===== src/rtl/eewp_pkg.sv =====
package eewp_pkg;

    typedef enum logic [2:0] {
        OP_NONE      = 3'd0,
        OP_LATCH_SET = 3'd1,
        OP_LATCH_CLR = 3'd2,
        OP_STAT_RD   = 3'd3,
        OP_STAT_WR   = 3'd4,
        OP_PAGE_WR   = 3'd5
    } op_e;

    typedef enum logic [1:0] {
        SQ_IDLE,
        SQ_PAGE,
        SQ_STAT,
        SQ_SKIP
    } seq_e;

endpackage


===== src/rtl/eewp_region.sv =====
module eewp_region #(
    parameter int AW = 9
) (
    input  logic [AW-1:0] addr,
    input  logic [1:0]    zone,
    output logic          blocked
);
    // zone 1: top quarter, zone 2: top half, zone 3: everything
    always_comb begin
        case (zone)
            2'd0:    blocked = 1'b0;
            2'd1:    blocked = &addr[AW-1:AW-2];
            2'd2:    blocked = addr[AW-1];
            default: blocked = 1'b1;
        endcase
    end
endmodule


===== src/rtl/eewp_pagebuf.sv =====
module eewp_pagebuf #(
    parameter int PW = 3,
    parameter int DW = 8
) (
    input  logic          clk,
    input  logic          rst_n,
    input  logic          clr,
    input  logic          wr_en,
    input  logic [PW-1:0] wr_idx,
    input  logic [DW-1:0] wr_data,
    input  logic [PW-1:0] rd_idx,
    output logic [DW-1:0] rd_data,
    output logic          rd_vld
);
    localparam int ENTRIES = 1 << PW;

    logic [ENTRIES*DW-1:0] dat_flat;
    logic [ENTRIES-1:0]    vld_vec;

    for (genvar i = 0; i < ENTRIES; i++) begin : g_ent
        logic [DW-1:0] dat_q;
        logic          vld_q;
        always_ff @(posedge clk or negedge rst_n) begin
            if (!rst_n) begin
                dat_q <= '0;
                vld_q <= 1'b0;
            end else if (clr) begin
                vld_q <= 1'b0;
            end else if (wr_en && (wr_idx == PW'(i))) begin
                dat_q <= wr_data;
                vld_q <= 1'b1;
            end
        end
        assign dat_flat[i*DW +: DW] = dat_q;
        assign vld_vec[i]           = vld_q;
    end

    assign rd_data = dat_flat[rd_idx*DW +: DW];
    assign rd_vld  = vld_vec[rd_idx];
endmodule


===== src/rtl/eewp_seq.sv =====
module eewp_seq
    import eewp_pkg::*;
#(
    parameter int AW           = 9,
    parameter int PW           = 3,
    parameter int WRITE_CYCLES = 50000
) (
    input  logic          clk,
    input  logic          rst_n,
    input  logic          cs_n,
    input  logic          cmd_valid,
    input  logic [2:0]    cmd_op,
    input  logic [AW-1:0] cmd_addr,
    input  logic          data_valid,
    input  logic [7:0]    data_byte,
    input  logic          byte_aligned,
    input  logic          wp_n,
    output logic [7:0]    status,
    output logic          busy,
    output logic          mem_we,
    output logic [AW-1:0] mem_addr,
    output logic [7:0]    mem_wdata
);
    localparam int PAGE = 1 << PW;
    localparam int TW   = $clog2(WRITE_CYCLES + 1);

    typedef struct packed {
        seq_e          seq;
        logic          wel;
        logic [1:0]    zone;
        logic          busy;
        logic          pg;
        logic [TW-1:0] tmr;
        logic [AW-1:0] base;
        logic [PW-1:0] ptr;
        logic          got;
        logic          spoil;
        logic [1:0]    zone_pend;
    } st_t;

    st_t st_d, st_q;

    logic          buf_wr, buf_clr;
    logic [7:0]    buf_rd;
    logic          buf_vld;
    logic          zone_hit;
    logic          in_window;
    logic [AW-1:0] commit_addr;

    assign commit_addr = {st_q.base[AW-1:PW], st_q.tmr[PW-1:0]};
    assign in_window   = st_q.busy && st_q.pg && (st_q.tmr < TW'(PAGE));

    eewp_pagebuf #(.PW(PW), .DW(8)) u_buf (
        .clk     (clk),
        .rst_n   (rst_n),
        .clr     (buf_clr),
        .wr_en   (buf_wr),
        .wr_idx  (st_q.ptr),
        .wr_data (data_byte),
        .rd_idx  (st_q.tmr[PW-1:0]),
        .rd_data (buf_rd),
        .rd_vld  (buf_vld)
    );

    eewp_region #(.AW(AW)) u_region (
        .addr    (commit_addr),
        .zone    (st_q.zone),
        .blocked (zone_hit)
    );

    always_comb begin
        st_d    = st_q;
        buf_wr  = 1'b0;
        buf_clr = 1'b0;
        if (st_q.busy) begin
            // the frame in flight, if any, is dropped whole
            st_d.seq = cs_n ? SQ_IDLE : SQ_SKIP;
            st_d.tmr = st_q.tmr + 1'b1;
            if (st_q.tmr == TW'(WRITE_CYCLES - 1)) begin
                st_d.busy = 1'b0;
                st_d.wel  = 1'b0;
                st_d.tmr  = '0;
                buf_clr   = 1'b1;
            end
        end else begin
            case (st_q.seq)
                SQ_IDLE: begin
                    if (!cs_n && cmd_valid) begin
                        st_d.seq = SQ_SKIP;
                        case (op_e'(cmd_op))
                            OP_LATCH_SET: st_d.wel = 1'b1;
                            OP_LATCH_CLR: st_d.wel = 1'b0;
                            OP_STAT_WR: begin
                                st_d.seq   = SQ_STAT;
                                st_d.got   = 1'b0;
                                st_d.spoil = !wp_n;
                            end
                            OP_PAGE_WR: begin
                                st_d.seq   = SQ_PAGE;
                                st_d.base  = cmd_addr;
                                st_d.ptr   = cmd_addr[PW-1:0];
                                st_d.got   = 1'b0;
                                st_d.spoil = !wp_n;
                                buf_clr    = 1'b1;
                            end
                            default: ;
                        endcase
                    end
                end
                SQ_PAGE: begin
                    if (cs_n) begin
                        st_d.seq = SQ_IDLE;
                        if (st_q.got && byte_aligned && !st_q.spoil && st_q.wel && wp_n) begin
                            st_d.busy = 1'b1;
                            st_d.pg   = 1'b1;
                            st_d.tmr  = '0;
                        end
                    end else begin
                        if (!wp_n) st_d.spoil = 1'b1;
                        if (data_valid) begin
                            buf_wr   = 1'b1;
                            st_d.ptr = st_q.ptr + 1'b1;
                            st_d.got = 1'b1;
                        end
                    end
                end
                SQ_STAT: begin
                    if (cs_n) begin
                        st_d.seq = SQ_IDLE;
                        if (st_q.got && byte_aligned && !st_q.spoil && st_q.wel && wp_n) begin
                            st_d.busy = 1'b1;
                            st_d.pg   = 1'b0;
                            st_d.tmr  = '0;
                            st_d.zone = st_q.zone_pend;
                        end
                    end else begin
                        if (!wp_n) st_d.spoil = 1'b1;
                        if (data_valid && !st_q.got) begin
                            st_d.zone_pend = data_byte[3:2];
                            st_d.got       = 1'b1;
                        end
                    end
                end
                default: begin
                    if (cs_n) st_d.seq = SQ_IDLE;
                end
            endcase
        end
    end

    always_ff @(posedge clk or negedge rst_n) begin
        if (!rst_n) begin
            st_q <= '{seq: SQ_IDLE, default: '0};
        end else begin
            st_q <= st_d;
        end
    end

    assign status    = {4'b0000, st_q.zone, st_q.wel, st_q.busy};
    assign busy      = st_q.busy;
    assign mem_we    = in_window && buf_vld && !zone_hit;
    assign mem_addr  = commit_addr;
    assign mem_wdata = buf_rd;
endmodule


===== config.mk =====
export PLATFORM = sky130hd
export DESIGN_NAME = eewp_seq
export DESIGN_NICKNAME = d
export VERILOG_FILES = /design/src/rtl/eewp_pkg.sv /design/src/rtl/eewp_region.sv /design/src/rtl/eewp_pagebuf.sv /design/src/rtl/eewp_seq.sv
export SDC_FILE = /design/constraint.sdc
export NUM_CORES = 1
export LEC_CHECK = 0
export ABC_AREA = 1
export BUFFER_PORTS_ARGS = -buffer_cell sky130_fd_sc_hd__buf_2
export CORE_MARGIN = 4
export CORE_UTILIZATION = 35
export DETAILED_ROUTE_END_ITERATION = 8
export HOLD_SLACK_MARGIN = 0.06
export PLACE_DENSITY_LB_ADDON = 0.15
export SLEW_MARGIN = 20
export SYNTH_ARGS = -nofsm -noshare
export SYNTH_HDL_FRONTEND = slang
export SYNTH_SLANG_ARGS = --single-unit

===== constraint.sdc =====
create_clock -name clk -period 1.5 [get_ports clk]
set_input_delay 0 -clock clk [delete_from_list [all_inputs] [get_ports clk]]
set_output_delay 0 -clock clk [all_outputs]
set_load 0.01 [all_outputs]

==> flow_summary_export.csv <==
group,metric,value,unit
run_status,status,"finished with violations",
run_status,violations,"negative setup slack",
run,timing.max_cap.violations,0,
detailed_routing,drtAntennaViolNets,0,
sta,setup_tns,-14020,ps
yosys,synth-edff-count,0,
critical_path,crit_cells,9,
critical_path,critPathCaptureType,"output port",
clocking,clk_path_buf_depth,2,
yosys,synth_area,6090,um^2
place,dp_hpwl,13000,um
critical_path,crit_chain,"buf_6, clkinvlp_4, buf_6, buf_4, o21ai_2, o22ai_2, nand2_1, nand2_1, buf_6",
floorplanning,core_area,16800,um^2
grt,antenna_found_initial,0,
floorplanning,initial_core_util,36.2,%
cells_and_area,area_growth,49.9,%
pwr,p_seq_share,50.3,%
critical_path,required,1500,ps
critical_path,rr_worst_depth,10,
critical_path,cp_max_fo,5,
min_path,hp-start,"cmd_op[2]",
clocking,cts_sinks,108,
place,port_buffers,49,
pwr,peakVddDrop,0.551,mV
sta,drv_slew,0,
grt,grt_max_degree,35,
grt,grtUsageTotal,21.6,%
detailed_routing,num_vias,6393,
critical_path,critPathMostFrequentCell,"buf_6",
sta,period_needed,1750,ps
detailed_routing,wl,22400,um
cells_and_area,drive_gt1_share,34.6,%
clocking,insertion_delay,360,ps
detailed_routing,avgViaCountPerCell,5.43,
cells_and_area,fin_nets,991,
place,dpl_cell_area,7110,um^2
clocking,htree_levels,3,
critical_path,r2r_slack,-240,ps
cells_and_area,final_common_cell,"nand2_1",
min_path,min_to,"status[1]",
cells_and_area,final_cell_mix,"nand2_1 (191), dfrtp_1 (108), buf_4 (71), nand4_1 (69), nor2_1 (54)",
pwr,leakagePower,4.59,nW
place,place.gp.congestion,0.896,
sta,setup_viol_count_final,85,
floorplanning,die_w,140,um
clocking,cts-root-buf,"clkbuf_16",
critical_path,crit_path_start_kind,"flop",
grt,grt_pass1_wl,33600,um
sta,hold_viol_final,0,
sta,timing.final.crit_share,116,%
sta,max_freq,0.573,GHz
cells_and_area,diodes,0,
pwr,p_sw_share,23.7,%
sta,rsz0062_at_grt,"true",
yosys,syn_area_per_cell,7.77,um^2
pwr,comb_power_share,5.7,%
clocking,cts_tree,"done",
yosys,synthCells,784,
detailed_routing,route.detailed.drc,0,
critical_path,cp_num_buf_inv,5,
yosys,ys_seq_area_share,44.4,%
critical_path,cp_top_family,"buffers and inverters",
critical_path,r2r-end,"u_buf.g_ent[6].dat_q[0]",
sta,fin_skew,11.1,ps
floorplanning,ios,54,
place,dpl_worst_slack,-239,ps
detailed_routing,drt-wirelength-per-cell,19.0,um
critical_path,critPathMaxStageDelay,410,ps
grt,grt_pass1_vias,5994,
detailed_routing,drt_iter0_drc,472,
floorplanning,rows,47,
yosys,yosys_warnings,0,
clocking,clk_pin_slew_worst_paths,70,ps
cells_and_area,fillCellCount,1562,
pwr,clockPowerShare,44.0,%
yosys,synth_largest_area_cell,"dfrtp_1",
cells_and_area,design_area,9130,um^2
yosys,ys_seq_elements,108,
critical_path,crit_slowest_cell,"dfrtp_1",
grt,grt-ovfl-total,0,
min_path,hold_depth,5,
critical_path,critPathKind,"flop to output port",
yosys,ys_top_cells_by_area,"dfrtp_1 (44%), nand2_1 (15%), nand4_1 (7.1%), o21ai_0 (4.8%), nor2_1 (4.0%)",
clocking,cts_made_buffers,9,
pwr,p_per_area,635,nW/um^2
floorplanning,die_height,140,um
critical_path,rr_startpoint,"st_q[38]",
detailed_routing,dr.pass1.iters,7,
yosys,synth_top_area_share,44.4,%
min_path,hold_path.class,"primary input to flop",
pwr,finalPower,5.79,mW
pwr,netSwitchingPower,1.37,mW
yosys,synth.distinct_cells,33,
yosys,ys.flop_type,"dfrtp_1",
floorplanning,die_area,19600,um^2
yosys,async_reset_ff_share,100,%
critical_path,cp_data_arrival_time,1750,ps
sta,setup_ws,-245,ps
pwr,internal_power,4.42,mW
layer usage:
layer  GRT usage [%]  vias to the layer above  part of all wire [%]
met1            29.3                     3101                    42
met5               0                        -                     0
li1                -                     2963                     -
met4            7.55                        0                   3.5
met3            5.66                       55                   7.4
met2            33.7                      274                    47
logic make-up (layout without fill, tap and decap cells):
| kind of cell | count (synthesis) | count (layout) | synth area share, % |
|---|---|---|---|
| muxes | 2 | 2 | 0.349 |
| buffers and inverters | 115 | 279 | 8.71 |
| adders and majority gates | 11 | 11 | 2.26 |
| and+or+nand+nor | 439 | 446 | 34.5 |
| DFF | 108 | 108 | 44.4 |
| xor gates and xnor gates | 4 | 4 | 0.576 |
| other | 1 | 4 | 0.0616 |
| AOI/OAI and AO/OA | 104 | 104 | 9.12 |
power by group through the flow:
| stage | combinational (mW) | clock (mW) | sequential, mW |
|---|---|---|---|
| after floorplan | 0.0888 | 0 | 2.97 |
| after global placement | 0.239 | 0 | 2.97 |
| after detailed placement | 0.243 | 0 | 2.97 |
| after CTS | 0.311 | 2.59 | 2.91 |
| after global routing | 0.365 | 2.71 | 2.91 |
| final | 0.332 | 2.55 | 2.91 |
area by class of cell:
type                    count  area (um^2)  share of cell area [%]
clock buffers              11          243                    2.66
clock inverters             5         68.8                   0.754
inverters                  56          224                    2.45
multi-input cells         571         3400                    37.3
flip-flops and latches    108         2700                    29.6
well taps                 220          275                    3.02
repair buffers            207         2210                    24.2
sequential cells by signal, summed over array words and instances (netlist names):
name / count
u_buf.g_ent.dat_q: 64
st_q: 23
status: 3
u_buf.g_ent.vld_q: 8
busy: 1
mem_addr: 9
tightest hold or removal path, stage by stage:
cell and delay [ps]:
buf_2 110, inv_1 60, nand2_1 60, inv_1 60, o21ai_1 70
Yosys cell counts, drive strengths merged, types with 11 or more instances:
master    n
nor2     68
o22ai    20
buf      40
nand2   237
nand3    55
a21oi    11
o21ai    69
ha       11
clkbuf   19
dfrtp   108
nand4    69
inv      56
stage by stage:
stage / util (%) / hold slack, ps / std cells
floorplan: - / -296 / 787
global placement: 42.3 / -29.0 / 1080
detailed placement: 42.3 / -25.9 / 1080
CTS: 50.6 / 60.5 / 1156
global route: 54.3 / 82.8 / 1178
finish: 54.3 / 51.0 / 1178
worst max-delay path by stage:
| stage | start | end |
|---|---|---|
| 5_1_grt | mem_addr[1] | mem_wdata[6] |
| 4_1_cts | mem_addr[1] | mem_we |
| 6_report | mem_addr[1] | mem_wdata[5] |
| 3_5_place_dp | st_q[37] | st_q[6] |
| 2_1_floorplan | st_q[38] | u_buf.g_ent[5].dat_q[0] |
| 3_3_place_gp | st_q[37] | st_q[6] |
repair_timing:
| item | in CTS | in global routing |
|---|---|---|
| hold endpoints to repair | 184 | 0 |
| setup endpoints to repair | 110 | 112 |
| pin swaps | 27 | 67 |
| gates resized for setup | 80 | 127 |
| setup buffers | 23 | 16 |
| hold buffers | 20 | 0 |
| gates cloned | 17 | 12 |
Power figures use the tool's default switching activity.
